$ cat src/rtl/fcs_pkg.sv
`timescale 1ns/1ps
package fcs_pkg;
  localparam int PAGE_W    = 10;
  localparam int OFF_W     = 9;
  localparam int CNT_W     = 9;
  localparam int HDR_W     = 32;
  localparam int BLK_SHIFT = 3;

  localparam logic [7:0] OP_PAGE_ERASE  = 8'h81;
  localparam logic [7:0] OP_BLOCK_ERASE = 8'h50;
  localparam logic [7:0] OP_PROG_BUF1   = 8'h82;
  localparam logic [7:0] OP_PROG_BUF2   = 8'h85;

  typedef enum logic [1:0] {
    K_PAGE_ERASE  = 2'd0,
    K_BLOCK_ERASE = 2'd1,
    K_PROGRAM     = 2'd2
  } cmdKind_t;

  // strobes from control to datapath
  typedef struct packed {
    logic ldHdr;
    logic ldData;
    logic ldPoll;
    logic selCs;
  } dpCtrl_t;

  function automatic logic [HDR_W-1:0] buildHeader(
    input logic [1:0]        kind,
    input logic              bufSel,
    input logic [PAGE_W-1:0] page,
    input logic [OFF_W-1:0]  offset
  );
    logic [HDR_W-1:0] w;
    case (kind)
      K_BLOCK_ERASE: w = {OP_BLOCK_ERASE, 5'b0, page[PAGE_W-1:BLK_SHIFT], 12'b0};
      K_PROGRAM:     w = {(bufSel ? OP_PROG_BUF2 : OP_PROG_BUF1), 5'b0, page, offset};
      default:       w = {OP_PAGE_ERASE, 5'b0, page, 9'b0};
    endcase
    return w;
  endfunction
endpackage

$ cat src/rtl/fcs_datapath.sv
`timescale 1ns/1ps
module fcs_datapath
  import fcs_pkg::*;
#(
  parameter int         SCLK_HALF = 2,
  parameter logic [7:0] POLL_OP   = 8'hD7
) (
  input  logic             clk,
  input  logic             rstN,
  input  dpCtrl_t          ctl,
  input  logic [HDR_W-1:0] hdrWord,
  input  logic [7:0]       dataByte,
  output logic             frameDone,
  output logic             statusReady,
  output logic             spiSclk,
  output logic             spiCsN,
  output logic             spiMosi,
  input  logic             spiMiso
);
  localparam int DIV_W = $clog2(SCLK_HALF + 1);
  localparam int BIT_W = $clog2(HDR_W + 1);

  logic [HDR_W-1:0] shiftQ;
  logic [BIT_W-1:0] bitsLeft;
  logic [DIV_W-1:0] divCnt;
  logic [7:0]       rxByte;
  logic             sclkQ;
  logic             csNQ;
  logic             active;
  logic             tick;

  assign active = (bitsLeft != '0);
  assign tick   = active && (divCnt == DIV_W'(SCLK_HALF - 1));

  always_ff @(posedge clk or negedge rstN) begin
    if (!rstN) begin
      shiftQ    <= '0;
      bitsLeft  <= '0;
      divCnt    <= '0;
      rxByte    <= '0;
      sclkQ     <= 1'b0;
      csNQ      <= 1'b1;
      frameDone <= 1'b0;
    end else begin
      csNQ      <= ~ctl.selCs;
      frameDone <= 1'b0;
      if (ctl.ldHdr) begin
        shiftQ   <= hdrWord;
        bitsLeft <= BIT_W'(HDR_W);
        divCnt   <= '0;
        sclkQ    <= 1'b0;
      end else if (ctl.ldData) begin
        shiftQ   <= {dataByte, {(HDR_W-8){1'b0}}};
        bitsLeft <= BIT_W'(8);
        divCnt   <= '0;
        sclkQ    <= 1'b0;
      end else if (ctl.ldPoll) begin
        shiftQ   <= {POLL_OP, {(HDR_W-8){1'b0}}};
        bitsLeft <= BIT_W'(16);
        divCnt   <= '0;
        sclkQ    <= 1'b0;
      end else if (tick) begin
        divCnt <= '0;
        if (!sclkQ) begin
          sclkQ  <= 1'b1;
          rxByte <= {rxByte[6:0], spiMiso};
        end else begin
          sclkQ    <= 1'b0;
          shiftQ   <= {shiftQ[HDR_W-2:0], 1'b0};
          bitsLeft <= bitsLeft - 1'b1;
          if (bitsLeft == BIT_W'(1)) frameDone <= 1'b1;
        end
      end else if (active) begin
        divCnt <= divCnt + 1'b1;
      end
    end
  end

  assign spiSclk     = sclkQ;
  assign spiCsN      = csNQ;
  assign spiMosi     = shiftQ[HDR_W-1];
  assign statusReady = rxByte[7];
endmodule

$ cat src/rtl/fcs_ctrl.sv
`timescale 1ns/1ps
module fcs_ctrl
  import fcs_pkg::*;
#(
  parameter int CS_GAP    = 4,
  parameter int MAX_POLLS = 1000
) (
  input  logic              clk,
  input  logic              rstN,
  input  logic              reqValid,
  output logic              reqReady,
  input  logic [1:0]        reqKind,
  input  logic              reqBufSel,
  input  logic [PAGE_W-1:0] reqPage,
  input  logic [OFF_W-1:0]  reqOffset,
  input  logic [CNT_W-1:0]  reqCount,
  input  logic              dataValid,
  output logic              dataReady,
  input  logic              frameDone,
  input  logic              statusReady,
  output dpCtrl_t           ctl,
  output logic [HDR_W-1:0]  hdrWord,
  output logic              done,
  output logic              error
);
  localparam int GAP_W  = $clog2(CS_GAP + 1);
  localparam int POLL_W = $clog2(MAX_POLLS + 1);

  typedef enum logic [2:0] {S_IDLE, S_HDR, S_DWAIT, S_DSHIFT, S_GAP, S_POLL} state_t;

  state_t            state;
  logic [CNT_W-1:0]  remaining;
  logic [GAP_W-1:0]  gapCnt;
  logic [POLL_W-1:0] pollCnt;
  logic              pendPoll;
  logic              gapEnd;
  logic              lastPoll;

  assign hdrWord   = buildHeader(reqKind, reqBufSel, reqPage, reqOffset);
  assign reqReady  = (state == S_IDLE);
  assign dataReady = (state == S_DWAIT);
  assign gapEnd    = (gapCnt == GAP_W'(CS_GAP - 1));
  assign lastPoll  = (pollCnt == POLL_W'(MAX_POLLS - 1));

  always_comb begin
    ctl = '0;
    unique case (state)
      S_IDLE: begin
        ctl.ldHdr = reqValid;
        ctl.selCs = reqValid;
      end
      S_HDR, S_DSHIFT: ctl.selCs = !(frameDone && remaining == '0);
      S_DWAIT: begin
        ctl.selCs  = 1'b1;
        ctl.ldData = dataValid;
      end
      S_GAP: begin
        ctl.ldPoll = gapEnd && pendPoll;
        ctl.selCs  = gapEnd && pendPoll;
      end
      S_POLL:  ctl.selCs = !frameDone;
      default: ctl = '0;
    endcase
  end

  always_ff @(posedge clk or negedge rstN) begin
    if (!rstN) begin
      state     <= S_IDLE;
      remaining <= '0;
      gapCnt    <= '0;
      pollCnt   <= '0;
      pendPoll  <= 1'b0;
      done      <= 1'b0;
      error     <= 1'b0;
    end else begin
      done  <= 1'b0;
      error <= 1'b0;
      unique case (state)
        S_IDLE: if (reqValid) begin
          state     <= S_HDR;
          remaining <= (reqKind == K_PROGRAM) ? reqCount : '0;
          pollCnt   <= '0;
          pendPoll  <= 1'b1;
        end
        S_HDR, S_DSHIFT: if (frameDone) begin
          if (remaining == '0) begin
            state  <= S_GAP;
            gapCnt <= '0;
          end else begin
            state <= S_DWAIT;
          end
        end
        S_DWAIT: if (dataValid) begin
          state     <= S_DSHIFT;
          remaining <= remaining - 1'b1;
        end
        S_GAP: begin
          if (gapEnd) state <= pendPoll ? S_POLL : S_IDLE;
          else        gapCnt <= gapCnt + 1'b1;
        end
        S_POLL: if (frameDone) begin
          state  <= S_GAP;
          gapCnt <= '0;
          if (statusReady) begin
            done     <= 1'b1;
            pendPoll <= 1'b0;
          end else if (lastPoll) begin
            error    <= 1'b1;
            pendPoll <= 1'b0;
          end else begin
            pollCnt <= pollCnt + 1'b1;
          end
        end
        default: state <= S_IDLE;
      endcase
    end
  end
endmodule

$ cat src/rtl/flash_cmd_seq.sv
`timescale 1ns/1ps
module flash_cmd_seq
  import fcs_pkg::*;
#(
  parameter int         SCLK_HALF = 2,
  parameter int         CS_GAP    = 4,
  parameter int         MAX_POLLS = 1000,
  parameter logic [7:0] POLL_OP   = 8'hD7
) (
  input  logic        clk,
  input  logic        rstN,
  input  logic        reqValid,
  output logic        reqReady,
  input  logic [1:0]  reqKind,
  input  logic        reqBufSel,
  input  logic [9:0]  reqPage,
  input  logic [8:0]  reqOffset,
  input  logic [8:0]  reqCount,
  input  logic        dataValid,
  input  logic [7:0]  dataByte,
  output logic        dataReady,
  output logic        spiSclk,
  output logic        spiCsN,
  output logic        spiMosi,
  input  logic        spiMiso,
  output logic        done,
  output logic        error
);
  dpCtrl_t          ctl;
  logic [HDR_W-1:0] hdrWord;
  logic             frameDone;
  logic             statusReady;

  fcs_ctrl #(.CS_GAP(CS_GAP), .MAX_POLLS(MAX_POLLS)) ctrlU (
    .clk(clk), .rstN(rstN),
    .reqValid(reqValid), .reqReady(reqReady), .reqKind(reqKind),
    .reqBufSel(reqBufSel), .reqPage(reqPage), .reqOffset(reqOffset),
    .reqCount(reqCount), .dataValid(dataValid), .dataReady(dataReady),
    .frameDone(frameDone), .statusReady(statusReady),
    .ctl(ctl), .hdrWord(hdrWord), .done(done), .error(error)
  );

  fcs_datapath #(.SCLK_HALF(SCLK_HALF), .POLL_OP(POLL_OP)) dpU (
    .clk(clk), .rstN(rstN), .ctl(ctl), .hdrWord(hdrWord),
    .dataByte(dataByte), .frameDone(frameDone), .statusReady(statusReady),
    .spiSclk(spiSclk), .spiCsN(spiCsN), .spiMosi(spiMosi), .spiMiso(spiMiso)
  );
endmodule

$ cat config.mk
export PLATFORM = sky130hd
export DESIGN_NAME = flash_cmd_seq
export DESIGN_NICKNAME = d
export VERILOG_FILES = /design/src/rtl/fcs_pkg.sv /design/src/rtl/fcs_datapath.sv /design/src/rtl/fcs_ctrl.sv /design/src/rtl/flash_cmd_seq.sv
export SDC_FILE = /design/constraint.sdc
export NUM_CORES = 1
export LEC_CHECK = 0
export CORE_MARGIN = 10
export CORE_UTILIZATION = 64
export CTS_CLUSTER_DIAMETER = 100
export CTS_CLUSTER_SIZE = 40
export DETAILED_ROUTE_END_ITERATION = 8
export DONT_BUFFER_PORTS = 1
export PLACE_DENSITY = 0.84
export SETUP_SLACK_MARGIN = 0.3
export SLEW_MARGIN = 0
export SYNTH_ARGS = -nofsm -noshare
export SYNTH_HDL_FRONTEND = slang
export SYNTH_SLANG_ARGS = --single-unit
export TNS_END_PERCENT = 5
$ cat constraint.sdc
create_clock -name clk -period 2.5 [get_ports clk]
set_input_delay 0.75 -clock clk [delete_from_list [all_inputs] [get_ports clk]]
set_output_delay 0.75 -clock clk [all_outputs]
set_load 0.01 [all_outputs]
==> reports/results.ini <==
[placed_design]
post_dp_cell_area_sq_mm=0.00432
pre_cts_ws_ps=-25.5
hpwl_microns=6870
numPortBuffers=0
globalplace.congestion=0.914

[cts]
cts_tree=yes
numCtsBuffers=9
clock_latency_ps=360
clk_pin_slew_ps=80
cts.path.max_buffers=2
numClockSinks=79
cts_htree_levels=3
hold_buffers=0
cts_root_buf=clkbuf_8

[timing]
period_share=0.899
fmax_mhz=445
final_max_slew_viol_count=0
fin_crit_ps=2250
hold_viol_final=0
worst_pin_slew_ps=677
setup-violations-final=0
slew_headroom=0.544
tns_ps=0
rsz0062_at_grt=yes
clock_skew_ps=12.2
setup_slack_ps=254

[floorplan]
io_pins=51
fp.dieW_microns=102
rows=29
core_sq_mm=0.00639
fp.dieArea_sq_mm=0.0103
start_util=0.666
die_h_microns=102

[grt]
grt_max_degree=80
grt_pass1_vias=3336
grt-ovfl-total=0
gr-usage-all-layers=0.200
grt_antenna_before_repair=0
grt_pass1_wl_microns=16600

[pwr]
pwr-share-clk=0.229
pwr_density_cell_mw_per_mm2=1170
internal_power_mw=3.45
total_power_mw=5.41
p_leak_nw=1.97
ir_drop_uv=694
power_frac_comb=0.374
p_sw_frac=0.363
p_sw_mw=1.96
p_seq_frac=0.397

[logic_synthesis]
synth_edf_count=0
synthArstFlopShare=1.00
syn-num-nets=467
synth_area_per_cell_sq_um=10.3
synthCells=413
syn_area_sq_mm=0.00425
synth_ff_type=dfrtp_1
ys_seq_area_frac=0.465
yosysWarningCount=0
synth_cell_types=73
ys_ff_latch=79

[layout]
nFillCells=461
final_common_cell=dfrtp_1
nets=469
final_cell_mix=dfrtp_1, o21ai_0, nor2_1, buf_4, inv_1
drive_gt1_frac=0.183
syn2layout_area_growth_pct=9.15
multiInputGateArea_sq_mm=0.00208
diodes=0
fin_area_sq_mm=0.00464
seq_area_sq_mm=0.00198

[worst_setup_path]
crit_fanout=11
crit_type=flip-flop to output port
required_ps=1750
end_kind=output port
crit_arrival_ps=1500
start_kind=flip-flop

[hold_path]
hp-class=primary input to asynchronous set/reset pin

[drt]
drtIter0Drc=246
vias_per_cell=6.96
drcViolationCount=0
final_antenna_net_count=0
drt_wl_total_microns=10100
wl_per_cell_microns=20.4
first_pass_iters=5
vias=3460

[run]
maxCapViolCount=0

[status]
status=finished clean

## power groups by stage
stage	Clock (mW)	Combinational, mW	Sequential (mW)
floorplan	0	1.58	2.01
global placement	0	1.79	2.16
detailed placement	0	1.87	2.18
CTS	1.26	1.95	2.13
global route	1.31	2.23	2.21
finish	1.24	2.03	2.15
## timing repair
item,CTS,global route
hold endpoints to repair,0,0
endpoints found under the setup margin,27,43
buffers inserted,4,2
resized for setup,5,2
pin swaps,1,1
## logic make-up after synthesis
family / after synthesis / share of synthesized area
xor gates and xnor gates: 3 / 0.00618
adders and majority gates: 10 / 0.0294
DFF: 79 / 0.465
and+or+nand+nor: 129 / 0.187
AOI/OAI and AO/OA: 120 / 0.203
buffers and inverters: 49 / 0.0494
muxes: 23 / 0.0600
## worst paths after layout
| path | slack [ps] | start | endpoint | cells past startpoint |
|---|---|---|---|---|
| max | 250 | ctrlU.state[0] | dataReady | 2 |
| min | 80 | rstN | ctrlU.pollCnt[4] | 0 |
| max reg2reg | 260 | ctrlU.gapCnt[0] | dpU.rxByte[2] | 7 |
| min reg2reg | 480 | dpU.rxByte[1] | dpU.rxByte[1] | 1 |
| max in group asynchronous | 2240 | rstN | dpU.spiCsN | 0 |
| min in group clk | 480 | dpU.rxByte[1] | dpU.rxByte[1] | 1 |
## state kept, by name, summed over array words and instances, names as in the netlist
name             flops
ctrlU.done           1
ctrlU.error          1
dpU.frameDone        1
ctrlU.remaining      9
dpU.shiftQ          32
ctrlU.state          3
dpU.spiCsN           1
dpU.bitsLeft         6
ctrlU.pendPoll       1
dpU.rxByte           8
ctrlU.gapCnt         3
dpU.divCnt           2
ctrlU.pollCnt       10
dpU.spiSclk          1
## cell usage after synthesis, types with 4 or more instances
library cell  number  area share
nand3_1            7      0.0082
and4_1             6       0.012
nand2b_1           4      0.0059
nand2_1           15       0.013
a221o_1            6       0.014
inv_1             20       0.018
a31oi_1            7       0.010
or3_1              6      0.0088
nor2_1            28       0.025
a32o_1             7       0.016
nor4_1             6      0.0088
a21oi_1           17       0.020
o21ai_0           29       0.034
ha_1              10       0.029
o22ai_1            4      0.0059
and3_1             5      0.0074
buf_2             15       0.018
mux2_2            17       0.045
a32oi_1           10       0.021
nand4_1           15       0.022
nor3_1             8      0.0094
clkbuf_1          12       0.011
o221ai_1           5       0.010
o31ai_1            4      0.0071
dfrtp_1           78        0.46
## critical path, cell delays in order (launching register included)
cell and delay (ps):
dfrtp_2 500, or3b_2 490, inv_2 160
## per-stage QoR
step	util	instances	hold slack, ps
after floorplan	-	413	449
after global placement	0.676	475	457
after detailed placement	0.676	475	457
after CTS	0.723	495	64.6
after global routing	0.727	497	57.6
final	0.727	497	75.5
## routing by layer
layer,vias up,share of wire,global-route usage
li1,1577,-,-
met1,1702,0.41,0.251
met2,152,0.47,0.310
met3,29,0.090,0.0640
met4,0,0.027,0.0868
met5,-,0,0
## cell type report
type / instances / area share
Multi-Input combinational cell: 285 / 0.448
Sequential cell: 79 / 0.427
Timing Repair Buffer: 20 / 0.0323
Clock buffer: 11 / 0.0283
Clock inverter: 5 / 0.0278
Tap cell: 77 / 0.0208
Inverter: 20 / 0.0162
Power figures use the tool's default switching activity.
